### config.mk
export PLATFORM = sky130hd
export DESIGN_NAME = dsadc_seq
export DESIGN_NICKNAME = d
export VERILOG_FILES = /design/src/rtl/dsadc_seq_pkg.sv /design/src/rtl/dsadc_sync.sv /design/src/rtl/dsadc_timer.sv /design/src/rtl/dsadc_deint.sv /design/src/rtl/dsadc_seq.sv
export SDC_FILE = /design/constraint.sdc
export NUM_CORES = 1
export LEC_CHECK = 0
export ABC_AREA = 1
export BUFFER_PORTS_ARGS = -buffer_cell sky130_fd_sc_hd__buf_2
export CORE_AREA = 2 2 80 82
export DETAILED_ROUTE_END_ITERATION = 16
export DIE_AREA = 0 0 82 84
export PLACE_DENSITY_LB_ADDON = 0.2
export SLEW_MARGIN = 20
export SYNTH_ARGS = -nofsm -noshare
export SYNTH_HDL_FRONTEND = slang
export SYNTH_SLANG_ARGS = --single-unit
export TNS_END_PERCENT = 20
### constraint.sdc
create_clock -name clk_i -period 1.79 [get_ports clk_i]
set_clock_uncertainty 0.05 [all_clocks]
set_input_delay 0.358 -clock clk_i [delete_from_list [all_inputs] [get_ports clk_i]]
set_output_delay 0.358 -clock clk_i [all_outputs]
set_load 0.02 [all_outputs]
### src/rtl/dsadc_seq_pkg.sv
// Shared phase encoding for the dual-slope sequencer.
package dsadc_seq_pkg;
    typedef enum logic [1:0] {
        PH_AZ  = 2'd0,
        PH_INT = 2'd1,
        PH_DE  = 2'd2,
        PH_ZI  = 2'd3
    } phase_e;
endpackage

### src/rtl/dsadc_sync.sv
// Multi-flop synchronizer for the asynchronous comparator level.
// Assumes the input is quasi-static compared with the clock; resets to 0.
module dsadc_sync #(
    parameter int STAGES = 2
) (
    input  logic clk_i,
    input  logic rst_ni,
    input  logic d_i,
    output logic q_o
);
    logic [STAGES-1:0] chain_q;

    // shift the raw level through the flop chain
    always_ff @(posedge clk_i) begin
        if (!rst_ni) chain_q <= '0;
        else         chain_q <= {chain_q[STAGES-2:0], d_i};
    end

    assign q_o = chain_q[STAGES-1];
endmodule

### src/rtl/dsadc_timer.sv
// Phase sequencer: a frame counter fixes the 8192-clock frame and a phase
// counter times integrate and zero-integrator. Deintegrate ends on de_done_i.
// Assumes INT_CLKS >= ZI_CLKS and INT + DE_MAX_LEN + ZI < FRAME_CLKS.
module dsadc_timer
    import dsadc_seq_pkg::*;
#(
    parameter int FRAME_CLKS = 8192,
    parameter int INT_CLKS   = 2048,
    parameter int ZI_CLKS    = 256,
    parameter int DE_MAX_LEN = 4097
) (
    input  logic   clk_i,
    input  logic   rst_ni,
    input  logic   run_i,
    input  logic   de_done_i,
    output phase_e phase_o,
    output logic   int_last_o
);
    localparam int FW       = $clog2(FRAME_CLKS);
    localparam int PCW      = $clog2(INT_CLKS);
    localparam int AZ_START = INT_CLKS + DE_MAX_LEN + ZI_CLKS;

    phase_e         phase_q;
    logic [FW-1:0]  frame_q;
    logic [PCW-1:0] pcnt_q;

    // advance the frame position and the phase
    always_ff @(posedge clk_i) begin
        if (!rst_ni) begin
            phase_q <= PH_AZ;
            frame_q <= FW'(AZ_START);
            pcnt_q  <= '0;
        end else begin
            unique case (phase_q)
                PH_AZ: begin
                    if (frame_q == FW'(FRAME_CLKS - 1)) begin
                        if (run_i) begin
                            frame_q <= '0;
                            pcnt_q  <= '0;
                            phase_q <= PH_INT;
                        end
                    end else begin
                        frame_q <= frame_q + FW'(1);
                    end
                end
                PH_INT: begin
                    frame_q <= frame_q + FW'(1);
                    if (pcnt_q == PCW'(INT_CLKS - 1)) begin
                        pcnt_q  <= '0;
                        phase_q <= PH_DE;
                    end else begin
                        pcnt_q <= pcnt_q + PCW'(1);
                    end
                end
                PH_DE: begin
                    frame_q <= frame_q + FW'(1);
                    if (de_done_i) begin
                        pcnt_q  <= '0;
                        phase_q <= PH_ZI;
                    end
                end
                PH_ZI: begin
                    frame_q <= frame_q + FW'(1);
                    if (pcnt_q == PCW'(ZI_CLKS - 1)) begin
                        pcnt_q  <= '0;
                        phase_q <= PH_AZ;
                    end else begin
                        pcnt_q <= pcnt_q + PCW'(1);
                    end
                end
                default: phase_q <= PH_AZ;
            endcase
        end
    end

    assign phase_o    = phase_q;
    assign int_last_o = (phase_q == PH_INT) && (pcnt_q == PCW'(INT_CLKS - 1));
endmodule

### src/rtl/dsadc_deint.sv
// Polarity latch, deintegrate counter and result registers.
// The comparator input is already synchronized; one clock of its latency is
// taken off the count. The timeout fires when the count reaches 2**MAG_W,
// and a crossing seen in that same cycle takes priority.
module dsadc_deint
    import dsadc_seq_pkg::*;
#(
    parameter int MAG_W = 12
) (
    input  logic             clk_i,
    input  logic             rst_ni,
    input  phase_e           phase_i,
    input  logic             int_last_i,
    input  logic             cmp_s_i,
    output logic             de_done_o,
    output logic             ref_neg_o,
    output logic [MAG_W-1:0] mag_o,
    output logic             pos_o,
    output logic             ovr_o
);
    localparam int CW     = MAG_W + 1;
    localparam int DE_MAX = 1 << MAG_W;

    logic          pol_q;
    logic [CW-1:0] dcnt_q;
    logic          crossed;
    logic          timeout;

    assign crossed   = (phase_i == PH_DE) && (cmp_s_i != pol_q);
    assign timeout   = (phase_i == PH_DE) && (dcnt_q == CW'(DE_MAX));
    assign de_done_o = crossed || timeout;
    assign ref_neg_o = (phase_i == PH_DE) && pol_q;

    // latch the polarity at integrate end and count deintegrate clocks
    always_ff @(posedge clk_i) begin
        if (!rst_ni) begin
            pol_q  <= 1'b0;
            dcnt_q <= '0;
        end else if (int_last_i) begin
            pol_q  <= cmp_s_i;
            dcnt_q <= '0;
        end else if (phase_i == PH_DE) begin
            dcnt_q <= dcnt_q + CW'(1);
        end
    end

    // publish the result when deintegrate ends
    always_ff @(posedge clk_i) begin
        if (!rst_ni) begin
            mag_o <= '0;
            pos_o <= 1'b0;
            ovr_o <= 1'b0;
        end else if (de_done_o) begin
            pos_o <= pol_q;
            if (crossed) begin
                mag_o <= MAG_W'(dcnt_q - CW'(1));
                ovr_o <= 1'b0;
            end else begin
                mag_o <= '1;
                ovr_o <= 1'b1;
            end
        end
    end
endmodule

### src/rtl/dsadc_seq.sv
// Top of the dual-slope conversion sequencer: synchronizer, phase timer and
// deintegrate/result logic. Switch outputs are decoded from the phase.
module dsadc_seq
    import dsadc_seq_pkg::*;
#(
    parameter int MAG_W      = 12,
    parameter int FRAME_CLKS = 8192,
    parameter int INT_CLKS   = 2048,
    parameter int ZI_CLKS    = 256,
    parameter int SYNC_STG   = 2
) (
    input  logic             clk_i,
    input  logic             rst_ni,
    input  logic             run_i,
    input  logic             cmp_i,
    output logic             sw_az_o,
    output logic             sw_int_o,
    output logic             sw_de_o,
    output logic             sw_zi_o,
    output logic             ref_neg_o,
    output logic             busy_o,
    output logic [MAG_W-1:0] mag_o,
    output logic             pos_o,
    output logic             ovr_o
);
    localparam int DE_MAX_LEN = (1 << MAG_W) + 1;

    logic   cmp_s;
    logic   de_done;
    logic   int_last;
    phase_e phase;

    dsadc_sync #(.STAGES(SYNC_STG)) u_sync (
        .clk_i  (clk_i),
        .rst_ni (rst_ni),
        .d_i    (cmp_i),
        .q_o    (cmp_s)
    );

    dsadc_timer #(
        .FRAME_CLKS (FRAME_CLKS),
        .INT_CLKS   (INT_CLKS),
        .ZI_CLKS    (ZI_CLKS),
        .DE_MAX_LEN (DE_MAX_LEN)
    ) u_timer (
        .clk_i      (clk_i),
        .rst_ni     (rst_ni),
        .run_i      (run_i),
        .de_done_i  (de_done),
        .phase_o    (phase),
        .int_last_o (int_last)
    );

    dsadc_deint #(.MAG_W(MAG_W)) u_deint (
        .clk_i      (clk_i),
        .rst_ni     (rst_ni),
        .phase_i    (phase),
        .int_last_i (int_last),
        .cmp_s_i    (cmp_s),
        .de_done_o  (de_done),
        .ref_neg_o  (ref_neg_o),
        .mag_o      (mag_o),
        .pos_o      (pos_o),
        .ovr_o      (ovr_o)
    );

    assign sw_az_o  = (phase == PH_AZ);
    assign sw_int_o = (phase == PH_INT);
    assign sw_de_o  = (phase == PH_DE);
    assign sw_zi_o  = (phase == PH_ZI);
    assign busy_o   = sw_int_o || sw_de_o;
endmodule

* Yosys cells after proc, flatten, opt, wreduce, memory -nomap -nowiden *
Index checks and enable logic that the tools add are counted.

storage, ports and cells
  bits in registers = 56
  latch bits = 0
  bits in writable memories = 0
  memory bits (read-only) = 0
  input port bits = 4
  logic and storage cells = 56
  memories = 0

cells by class
  $add $sub $neg = 4
  multipliers = 0
  divide/modulo/power cells = 0
  magnitude comparators = 0
  equal/unequal tests = 14
  shift-type cells = 0
  mux-type cells = 17
  bitwise operators = 1
  reductions and logical operators = 11

operators with widths
  kind                     number
  $mux W11                 5
  $pmux W11 S4             1
  $add A13 B1 Y13 const B  2
  $eq A13 B13 Y1 const B   2
  $mux W13                 2
  $pmux W13 S2             1
  $mux W12                 1
  $sub A12 B1 Y12 const B  1
  $add A11 B1 Y11 const B  1
  $eq A11 B11 Y1 const B   1
  $eq A11 B8 Y1 const B    1
  $mux W2                  5
  $ne A2 B1 Y1 const B     4
  $pmux W2 S4              1
  $reduce_and A5 Y1        1
  $eq A2 B2 Y1 const B     2
  $logic_and A1 B1 Y1      4
  $ne A3 B3 Y1 const B     1
  $reduce_and A3 Y1        1
  $reduce_or A3 Y1         1
  $eq A2 B1 Y1 const B     1
  $logic_not A2 Y1         1
  $logic_or A1 B1 Y1       2
  $ne A2 B2 Y1 const B     1
  4 further kinds          4

* Longest topological paths before layout *
Gate-level depths: netlist of the first run.

  depth in word-level cells = 5
  gate-level depth with buffers = 11
  depth with buffers taken out = 11

* Modules after synthesis *
From an unflattened synthesis of the first run, not the netlist that was laid out.

second synthesis, totals
  cell total of the unflattened synthesis = 472
  area, all modules = 3244.4 µm²

by module, submodules not included
  module       times used  cells each  area each (µm²)  seq. area each (µm²)
  dsadc_deint  1           243         1599.0           560.5
  dsadc_timer  1           217         1532.7           520.5
  dsadc_seq    1           6           57.6             0.0
  dsadc_sync   1           6           55.1             40.0

* Worst setup path before layout of the first run *
No wires, ideal clock.

  path type = flip-flop to flip-flop
  start = register u_timer.phase_q[0], in the netlist u_timer.phase_o[0]
  end = register u_deint.dcnt_q[12]
  library setup time = 114 ps
  data arrival time = 1623 ps
  data required time = 1626 ps
  path slack = 3 ps
  stages on the path, launching flop included = 10
  buffers on the path = 1
  clock period less this slack = 1787 ps
  cell sequence = dfxtp_1 -> inv_1 -> ha_1 -> buf_4 -> inv_1 -> nor3_1 -> nand3_1 -> nor3_1 -> xor2_1 -> nor2_1

on the way
  elaborated cells on any way between the ends = 4
  those cells by class = 2 x eq/ne; 2 x reduce/logical

RTL lines
  what                    line               RTL
  start, declared         dsadc_timer.sv:23  phase_e phase_q;
  start signal, assigned  dsadc_timer.sv:30  phase_q <= PH_AZ;
  start signal, assigned  dsadc_timer.sv:40  phase_q <= PH_INT;
  start signal, assigned  dsadc_timer.sv:50  phase_q <= PH_DE;
  $eq A2 B2 Y1            -
  net sw_de_o             dsadc_seq.sv:18    output logic sw_de_o,
  end signal, assigned    dsadc_deint.sv:43  dcnt_q <= dcnt_q + CW'(1);
  end, declared           dsadc_deint.sv:25  logic [CW-1:0] dcnt_q;

The timed path passes the listed nets, and every way through them passes these cells.
A chain may end at the register's enable or synchronous reset.

* Final worst setup path of the first run *
  start = register u_timer.phase_q[1], in the netlist u_timer.phase_o[1]
  end = output port sw_int_o

on the way
  longest elaborated chain between the ends = 1

ends and longest elaborated chain
  what           line             RTL
  $eq A2 B1 Y1   dsadc_seq.sv:68  assign sw_int_o = (phase == PH_INT);
  end, declared  dsadc_seq.sv:17  output logic sw_int_o,

Every way passes these cells.

==> results of run 1 <==
-- worst max path at each step --
stage                  startpoint                  to  slack, ps  cells past startpoint
2_1_floorplan  u_timer.phase_o[0]  u_deint.dcnt_q[12]          3                      9
3_3_place_gp   u_timer.phase_o[0]  u_timer.frame_q[1]        -10                      9
3_5_place_dp   u_timer.phase_o[0]  u_timer.frame_q[1]        -60                      9
4_1_cts        u_timer.phase_o[0]             sw_de_o         20                      4
5_1_grt        u_timer.phase_o[1]            sw_int_o        -70                      3
6_report       u_timer.phase_o[1]            sw_int_o         30                      3
-- flip-flops by register name, indices dropped and copies added, names as in the netlist --
signal	cells
u_timer.pcnt_q	11
u_deint.mag_o	12
u_deint.pol_q	1
u_deint.dcnt_q	13
u_sync.chain_q	2
u_timer.frame_q	13
u_timer.phase_o	2
u_deint.ovr_o	1
u_deint.pos_o	1
-- logic make-up after synthesis --
family          count (synthesis)  synth area share
fa+ha+maj                      10            0.0398
xor+xnor                       22            0.0612
compound gates                 70             0.124
buf+inv                        72            0.0930
flops                          56             0.356
simple gates                  222             0.325
-- report_power, final --
group,total [mW],switching (mW),internal (mW)
clock network,0.676,0.408,0.268
registers,1.37,0.0514,1.32
logic,1.35,0.847,0.506
total,3.39,1.31,2.09
-- per-layer routing --
layer	vias to the layer above	share of wire
li1	1541	-
met1	1364	0.46
met2	33	0.50
met3	7	0.021
met4	0	0.011
met5	-	0
-- timing repair --
action,4_1_cts,5_1_grt
pin swaps,0,2
resized for setup,3,19
endpoints found under the setup margin,6,39
setup buffers,0,1
-- final cells by class --
type	instances	area share
timing repair buffer	45	0.0815
multi-input combinational	324	0.497
sequential	56	0.311
inverter	60	0.0622
clock buffer	6	0.0200
tap	77	0.0266
clock inverter	1	0.00138
-- cells in the mapped netlist, types with 2 or more instances --
cell / number / area share
a21oi_1: 31 / 0.049
nor2_4: 4 / 0.014
o221ai_1: 2 / 0.0056
nor3b_1: 2 / 0.0048
xor2_1: 14 / 0.039
o211ai_1: 2 / 0.0048
buf_2: 3 / 0.0048
nand3_1: 31 / 0.049
nand4_1: 13 / 0.026
inv_1: 59 / 0.070
nor2_1: 56 / 0.067
xnor2_1: 8 / 0.022
nand2_2: 3 / 0.0060
nand3_2: 3 / 0.0095
dfxtp_1: 56 / 0.36
a31oi_1: 4 / 0.0080
ha_1: 10 / 0.040
nand2_1: 96 / 0.11
clkbuf_1: 5 / 0.0060
o21a_1: 2 / 0.0048
buf_4: 3 / 0.0072
o21ai_0: 26 / 0.041
nor3_1: 6 / 0.0095
-- critical path: cells and delay by family, from the launching register on --
kind | cells | cell delay (ps)
fa+ha+maj | 1 | 320
buf+inv | 2 | 370
flops | 1 | 360
==> run_results.csv, run 1 <==
group,metric,value,unit
clock_tree,clk_latency,310,ps
cells_and_area,n_fill_cell,574,
timing,min_period_over_period,0.985,
yosys,netlist-cell-type-count,36,
timing,period_needed,1760,ps
setup_path,r2r_end,"u_deint.mag_o[6]",
timing,setup-violations-final,0,
timing,timing.final.ws_setup,26.3,ps
cells_and_area,final_core_util,0.594,
yosys,syn_area_per_cell,6.96,um2
grt,met3_usage,0.0292,
min_path,hold_class,"in -> reg",
grt,grt_pass1_vias,2657,
grt,grt_max_degree,16,
detailed_routing,avgViaCountPerCell,5.18,
cells_and_area,final_cells,569,
place,placed_cells,561,
yosys,synth-seq-cells,56,
die,start_util,0.516,
setup_path,path_cells,"inv_1, ha_2, buf_2",
status,status,"completed",
detailed_routing,via_count,2945,
timing,slew_viol_final,0,
setup_path,crit_path_end_kind,"output port",
setup_path,crit_slowest_cell,"dfxtp_1",
cells_and_area,n_antenna_cell,0,
cells_and_area,drive_above_1_share,0.169,
cells_and_area,design_area,3620,um2
timing,relSlewSlack,0.690,
place,dp_hpwl,5.40,mm
detailed_routing,avgRoutedWirePerCell,12.7,um
cells_and_area,area_growth,15.1,%
grt,grt-busiest-layer,"met2",
cells_and_area,multi_input_area,1800,um2
pwr,ir_worst_vdd,0.000894,V
die,die-area,6890,um2
grt,antenna_found_initial,0,
timing,clock.fmax,567,MHz
setup_path,crit_fanout,6,
timing,setup_tns,0,ps
clock_tree,cts_buffers,5,
grt,gr-usage-met1,0.287,
clock_tree,clkSinkCount,56,
setup_path,ff2ff_path_depth,8,
timing,hold_ws,179,ps
grt,grt_first_pass_wirelength,12.0,mm
pwr,power.total,3.39,mW
pwr,power_leakage,1.65,nW
place,pre_cts_slack,-63.5,ps
die,die_x,82,um
clock_tree,clockRootBuffer,"clkbuf_8",
yosys,synth_area,3150,um2
setup_path,critPathArrivalTime,1360,ps
yosys,yosys_warnings,0,
cells_and_area,nNetsFinal,506,
yosys,synth-edff-count,0,
setup_path,startpoint_type,"flop",
setup_path,r2r-start,"u_deint.dcnt_q[0]",
timing,hold_violations,0,
pwr,powerDensity,937,nW/um2
yosys,synth_nets,466,
run,maxCapViolations,0,
setup_path,worstSetupPathType,"reg -> out",
setup_path,cpPeakStageDelay,360,ps
min_path,min_from,"cmp_i",
yosys,synth_ff_type,"dfxtp_1",
cells_and_area,final_cell_mix,"95 x nand2_1, 58 x inv_1, 54 x nor2_1, 51 x dfxtp_1, 31 x nand3_1",
setup_path,r2r_setup_slack,120,ps
clock_tree,cts_tree,"built",
grt,grt_usage,0.218,
die,rows,29,
place,gp_congestion,0.861,
die,fp.dieH,84,um
place,io_buffers,23,
detailed_routing,drt-initial-drc-count,146,
grt,gr-total-overflow,0,
clock_tree,hold_buffers,0,
clock_tree,cts.htree.levels,2,
min_path,min_to,"u_sync.chain_q[0]",
detailed_routing,routed_wirelength,7.22,mm
yosys,syn_inst,452,
yosys,async_flop_share,0,
grt,grtUsageMet2,0.371,
yosys,ys_seq_area_frac,0.356,
setup_path,required,1380,ps
cells_and_area,regArea,1130,um2
min_path,min_path_cells,3,
clock_tree,clock_path_buffers,2,
detailed_routing,drc,0,
detailed_routing,firstDrtPassIters,4,
place,place_area,3460,um2
timing,rsz0062_at_grt,"true",
die,fp.coreArea,6100,um2
detailed_routing,ant_nets,0,
clock_tree,clk_pin_slew_worst_paths,100,ps
die,io_pins,24,
timing,worst_pin_slew,464,ps
cells_and_area,layout_commonest_cell,"nand2_1",
No activity file was read; power rests on OpenSTA's default activity.
==> inputs of run 2 (changes only) <==
==> constraint.sdc (replaced) <==
create_clock -name clk_i -period 1.79 [get_ports clk_i]
set_clock_uncertainty 0.05 [all_clocks]
set_input_delay 0.358 -clock clk_i [delete_from_list [all_inputs] [get_ports clk_i]]
set_output_delay 0.358 -clock clk_i [all_outputs]
set_load 0.005 [all_outputs]
==> run_results.csv, run 2 (synthesis gave the netlist of run 1 again) <==
group,metric,value,unit
status,status,"completed",
cells_and_area,top_regs,"u_deint.dcnt_q (13), u_timer.frame_q (13), u_deint.mag_o (12)",
setup_path,worstSetupPathType,"reg -> out",
pwr,powerDensity,946,nW/um2
setup_path,startpoint_type,"flop",
grt,antenna_found_initial,0,
setup_path,cpPeakStageDelay,360,ps
setup_path,crit_path_end_kind,"output port",
grt,grt_first_pass_wirelength,12.6,mm
die,die-area,6890,um2
clock_tree,clk_latency,310,ps
timing,hold_violations,0,
detailed_routing,routed_wirelength,7.40,mm
cells_and_area,n_antenna_cell,0,
pwr,power_leakage,1.67,nW
timing,setup-violations-final,0,
detailed_routing,drt-initial-drc-count,155,
clock_tree,cts.htree.levels,2,
die,die_x,82,um
detailed_routing,drc,0,
detailed_routing,avgRoutedWirePerCell,13.0,um
setup_path,crit_slowest_cell,"dfxtp_2",
grt,grt_usage,0.227,
setup_path,required,1380,ps
min_path,hold_class,"in -> reg",
cells_and_area,drive_above_1_share,0.172,
timing,min_period_over_period,0.983,
die,rows,29,
cells_and_area,final_cell_mix,"95 x nand2_1, 57 x inv_1, 54 x nor2_1, 52 x dfxtp_1, 31 x nand3_1",
place,io_buffers,23,
cells_and_area,layout_commonest_cell,"nand2_1",
setup_path,path_cells,"inv_1, buf_4, ha_1, buf_2",
detailed_routing,firstDrtPassIters,4,
detailed_routing,via_count,2985,
pwr,power.total,3.47,mW
die,fp.coreArea,6100,um2
cells_and_area,nNetsFinal,507,
clock_tree,clockRootBuffer,"clkbuf_8",
timing,slew_viol_final,0,
grt,grt_max_degree,18,
grt,gr-total-overflow,0,
timing,clock.fmax,568,MHz
grt,grt_pass1_vias,2800,
setup_path,crit_fanout,3,
die,start_util,0.516,
clock_tree,clkSinkCount,56,
clock_tree,cts_buffers,5,
run,maxCapViolations,0,
timing,relSlewSlack,0.702,
die,fp.dieH,84,um
detailed_routing,avgViaCountPerCell,5.23,
clock_tree,clock_path_buffers,2,
setup_path,critPathArrivalTime,1350,ps
timing,period_needed,1760,ps
timing,rsz0062_at_grt,"true",
clock_tree,cts_tree,"built",
cells_and_area,final_core_util,0.601,
cells_and_area,area_growth,16.5,%
place,dp_hpwl,5.49,mm
die,io_pins,24,
clock_tree,clk_pin_slew_worst_paths,110,ps
place,gp_congestion,0.840,
timing,worst_pin_slew,446,ps
detailed_routing,ant_nets,0,
pwr,ir_worst_vdd,0.000621,V
[run 2: path summary, 6_finish.rpt]
kind | start | to | slack [ps] | cells past startpoint
min reg2reg | u_sync.chain_q[0] | u_sync.chain_q[1] | 370 | 2
max | u_timer.phase_o[0] | busy_o | 30 | 4
min | cmp_i | u_sync.chain_q[0] | 170 | 3
max reg2reg | u_timer.phase_o[0] | u_timer.pcnt_q[8] | 110 | 10
[run 2: power by group]
part	leakage [nW]	internal [mW]	switching (mW)
sequential	0.455	1.31	0.0554
combinational	1.16	0.488	0.757
clock	0.0541	0.415	0.439
[run 2: metrics by stage]
step / hold slack [ps] / instances / setup WS [ps] / instance area, um2 / TNS, ps
2_1_floorplan: 340 / 452 / 124 / 3150 / 0
3_3_place_gp: 351 / 561 / -20.4 / 3460 / -26.1
3_5_place_dp: 352 / 561 / -24.6 / 3460 / -33.0
4_1_cts: 165 / 569 / 14.2 / 3580 / 0
5_1_grt: 214 / 571 / -23.3 / 3670 / -43.3
6_report: 168 / 571 / 30.1 / 3670 / 0
[run 2: layout make-up]
type,count,area (um2)
Inverter,60,225
Multi-Input combinational cell,324,1810
Fill cell,565,2430
Sequential cell,56,1130
Timing Repair Buffer,46,300
Clock inverter,3,42.5
Clock buffer,5,68.8
Tap cell,77,96.3
[run 2: routing by layer]
| metal | up-vias | share of wire | GRT usage |
|---|---|---|---|
| met4 | 0 | 0.011 | 0.0591 |
| met5 | - | 0 | 0 |
| met2 | 42 | 0.50 | 0.390 |
| met1 | 1390 | 0.46 | 0.294 |
| met3 | 8 | 0.026 | 0.0303 |
| li1 | 1545 | - | - |
[run 2: worst max-delay path: cells and delay by family, from the launching register on]
kind                       cells  cell delay [ps]
adders and majority gates      1              320
buffers and inverters          3              370
DFF                            1              360
[run 2: repair_timing]
action                                  4_1_cts  5_1_grt
resized for setup                             2       21
buffers inserted                              0        2
hold buffers                                  0        0
endpoints found under the setup margin        5       41
pin swaps                                     0        3
==> inputs of run 3 (changes only) <==
--- a/config.mk
+++ b/config.mk
@@ -7,12 +7,13 @@
 export LEC_CHECK = 0
 export ABC_AREA = 1
 export BUFFER_PORTS_ARGS = -buffer_cell sky130_fd_sc_hd__buf_2
-export CORE_AREA = 2 2 80 82
+export CORE_AREA = 2 2 81 83
 export DETAILED_ROUTE_END_ITERATION = 16
-export DIE_AREA = 0 0 82 84
+export DIE_AREA = 0 0 83 85
 export PLACE_DENSITY_LB_ADDON = 0.2
 export SLEW_MARGIN = 20
 export SYNTH_ARGS = -nofsm -noshare
 export SYNTH_HDL_FRONTEND = slang
+export SYNTH_HIERARCHICAL = 1
 export SYNTH_SLANG_ARGS = --single-unit
 export TNS_END_PERCENT = 20
==> run_results.csv, run 3 <==
group,metric,value,unit
status,status,"completed",
pwr,switching_share,0.230,
yosys,synth_top_area_frac,0.346,
grt,grt_first_pass_wirelength,12.5,mm
clock_tree,cts.htree.levels,2,
yosys,netlist-cell-type-count,35,
yosys,synth-edff-count,0,
clock_tree,cts_buffers,5,
die,die-area,7060,um2
clock_tree,clk_latency,310,ps
clock_tree,clkSinkCount,56,
setup_path,crit_fanout,5,
detailed_routing,wl_met1,3.16,mm
timing,min_period_over_period,0.962,
detailed_routing,top_layer,"met4",
yosys,yosys_warnings,6,
detailed_routing,wl_met2,3.67,mm
yosys,netlist_top_cells_count,"104 x nand2_1, 65 x inv_1, 64 x nor2_1, 56 x dfxtp_1, 33 x a21oi_1",
pwr,power_leakage,1.84,nW
cells_and_area,nNetsFinal,550,
yosys,synth_top_area_cell,"dfxtp_1",
detailed_routing,drc,0,
pwr,ir_worst_vdd,0.000421,V
setup_path,ff2ff_path_depth,13,
timing,slew_viol_final,0,
timing,setup_tns,0,ps
grt,grt_usage,0.214,
detailed_routing,avgRoutedWirePerCell,12.1,um
cells_and_area,n_fill_cell,599,
setup_path,r2r_setup_slack,70,ps
timing,rsz0062_at_grt,"true",
yosys,async_flop_share,0,
die,start_util,0.523,
pwr,p_switching,0.477,mW
detailed_routing,ant_nets,0,
yosys,synth_most_common_cell,"nand2_1",
grt,gr-total-overflow,0,
grt,grt_max_degree,18,
setup_path,r2r-start,"u_deint/dcnt_q[0]",
die,io_pins,24,
yosys,synth_area,3240,um2
cells_and_area,drive_above_1_share,0.253,
timing,period_needed,1720,ps
detailed_routing,drt-initial-drc-count,118,
timing,clock.fmax,581,MHz
clock_tree,clockRootBuffer,"clkbuf_8",
grt,antenna_found_initial,0,
pwr,power.total,2.08,mW
cells_and_area,final_core_util,0.621,
yosys,synth_nets,489,
pwr,powerDensity,540,nW/um2
die,rows,29,
yosys,syn_inst,472,
pwr,clkPwrFrac,0.356,
detailed_routing,route.met3.wl,316,um
setup_path,required,1960,ps
min_path,hold_class,"in -> reg",
die,fp.coreArea,6200,um2
pwr,seqPwrFrac,0.607,
cells_and_area,area_growth,18.7,%
min_path,min_to,"u_sync/chain_q[0]",
pwr,comb_power_share,0.037,
setup_path,startpoint_type,"flop",
clock_tree,clock_path_buffers,2,
timing,worst_pin_slew,418,ps
place,io_buffers,23,
detailed_routing,routed_wirelength,7.39,mm
cells_and_area,final_cell_mix,"101 x nand2_1, 62 x nor2_1, 60 x inv_1, 49 x dfxtp_1, 38 x buf_4",
yosys,synth-seq-cells,56,
die,fp.dieH,85,um
cells_and_area,top_regs,"u_deint/dcnt_q (13), u_timer/frame_q (13), u_deint/mag_o (12)",
grt,grt_pass1_vias,2929,
place,dp_hpwl,5.52,mm
detailed_routing,avgViaCountPerCell,5.10,
clock_tree,hold_buffers,0,
place,gp_congestion,0.885,
pwr,p_int,1.60,mW
timing,relSlewSlack,0.721,
clock_tree,cts_tree,"built",
detailed_routing,via_count,3116,
setup_path,r2r_end,"u_timer/pcnt_q[10]",
yosys,ys_seq_area_frac,0.346,
die,die_x,83,um
yosys,synth_area_leaders,"dfxtp_1 35%, nand2_1 12%, inv_1 7.5%",
min_path,min_from,"cmp_i",
timing,setup-violations-final,0,
detailed_routing,firstDrtPassIters,4,
run,maxCapViolations,0,
yosys,syn_area_per_cell,6.87,um2
yosys,synth_ff_type,"dfxtp_1",
setup_path,setup.worst_path.start,"u_deint/dcnt_q[0]",
timing,hold_violations,0,
min_path,min_path_cells,3,
cells_and_area,layout_commonest_cell,"nand2_1",
clock_tree,clk_pin_slew_worst_paths,100,ps
cells_and_area,n_antenna_cell,0,
setup_path,crit_path_end_kind,"flop",
setup_path,critPathArrivalTime,1890,ps
setup_path,worstSetupPathType,"reg -> reg",
==> run 3: cell count changes in the layout (fill, tap and decap cells not counted), sizes merged, moves of 3 or more <==
cell,delta
nand3,-5
nand3b,+9
o21ai,-6
inv,+13
a21oi,+4
buf,+16
xor2,-8
xnor2,-4
ha,+3
nor2,+19
nand4,-4
nand2,+13
==> run 3: logic make-up after synthesis <==
logic type,share of synthesized area
buf+inv,0.101
flops,0.346
xor+xnor,0.0270
compound gates,0.105
simple gates,0.371
fa+ha+maj,0.0501
==> run 3: timing repair <==
| item | CTS | global route |
|---|---|---|
| setup buffers | 0 | 6 |
| resized for setup | 3 | 19 |
| setup endpoints to repair | 8 | 30 |
| gates cloned | 0 | 1 |
| pin swaps | 1 | 7 |
==> run 3: final cells by class <==
cell class                 count  area, um2  share of cell area
multi-input combinational    337       1840               0.478
sequential                    56       1130               0.293
timing repair buffer          62        420               0.109
inverter                      71        267              0.0692
tap                           77       96.3              0.0250
clock buffer                   6       82.6              0.0214
clock inverter                 2       13.8             0.00357
==> run 3: worst max-delay path: stages (launching register included) <==
cell and delay (ps):
dfxtp_2 340, inv_2 50, ha_1 130, nor3b_2 170, nand3_2 100, nand2_2 80, inv_2 50, nand2_2 60
o21ai_2 60, inv_2 100, nand2_4 90, buf_4 140, o21ai_0 160, nor2_1 60
==> run 3: power by group through the flow <==
| stage | clock (mW) | combinational, mW | sequential, mW |
|---|---|---|---|
| 4_1_cts | 0.776 | 0.0744 | 1.26 |
| 5_1_grt | 0.824 | 0.0872 | 1.27 |
| 6_report | 0.740 | 0.0765 | 1.26 |
| 3_3_place_gp | 0 | 0.0733 | 1.29 |
| 3_5_place_dp | 0 | 0.0737 | 1.29 |
| 2_1_floorplan | 0 | 0.0500 | 1.29 |
==> run 3: per-layer routing <==
layer  GRT usage  vias up
met2       0.377       97
met5           0        -
met1       0.255     1383
li1            -     1614
met4       0.106        0
met3      0.0321       22
==> run 3: worst max-delay path by stage <==
stage	slack, ps	to	depth (start not counted)
after floorplan	20	u_timer/pcnt_q[8]	14
after global placement	30	u_deint/dcnt_q[7]	9
after detailed placement	-20	u_timer/pcnt_q[8]	14
after CTS	-30	u_timer/phase_o[0]	12
after global routing	-90	u_timer/pcnt_q[4]	14
final	70	u_timer/pcnt_q[10]	13
==> run 3: stage by stage <==
stage | cell area [um2] | instances | worst slack (ps) | hold WS, ps
global placement | 3650 | 596 | 28.4 | 348
finish | 3850 | 611 | 67.7 | 198
global route | 3850 | 611 | -85.9 | 197
floorplan | 3250 | 472 | 22.0 | 340
detailed placement | 3650 | 596 | -24.0 | 363
CTS | 3750 | 604 | -28.5 | 175
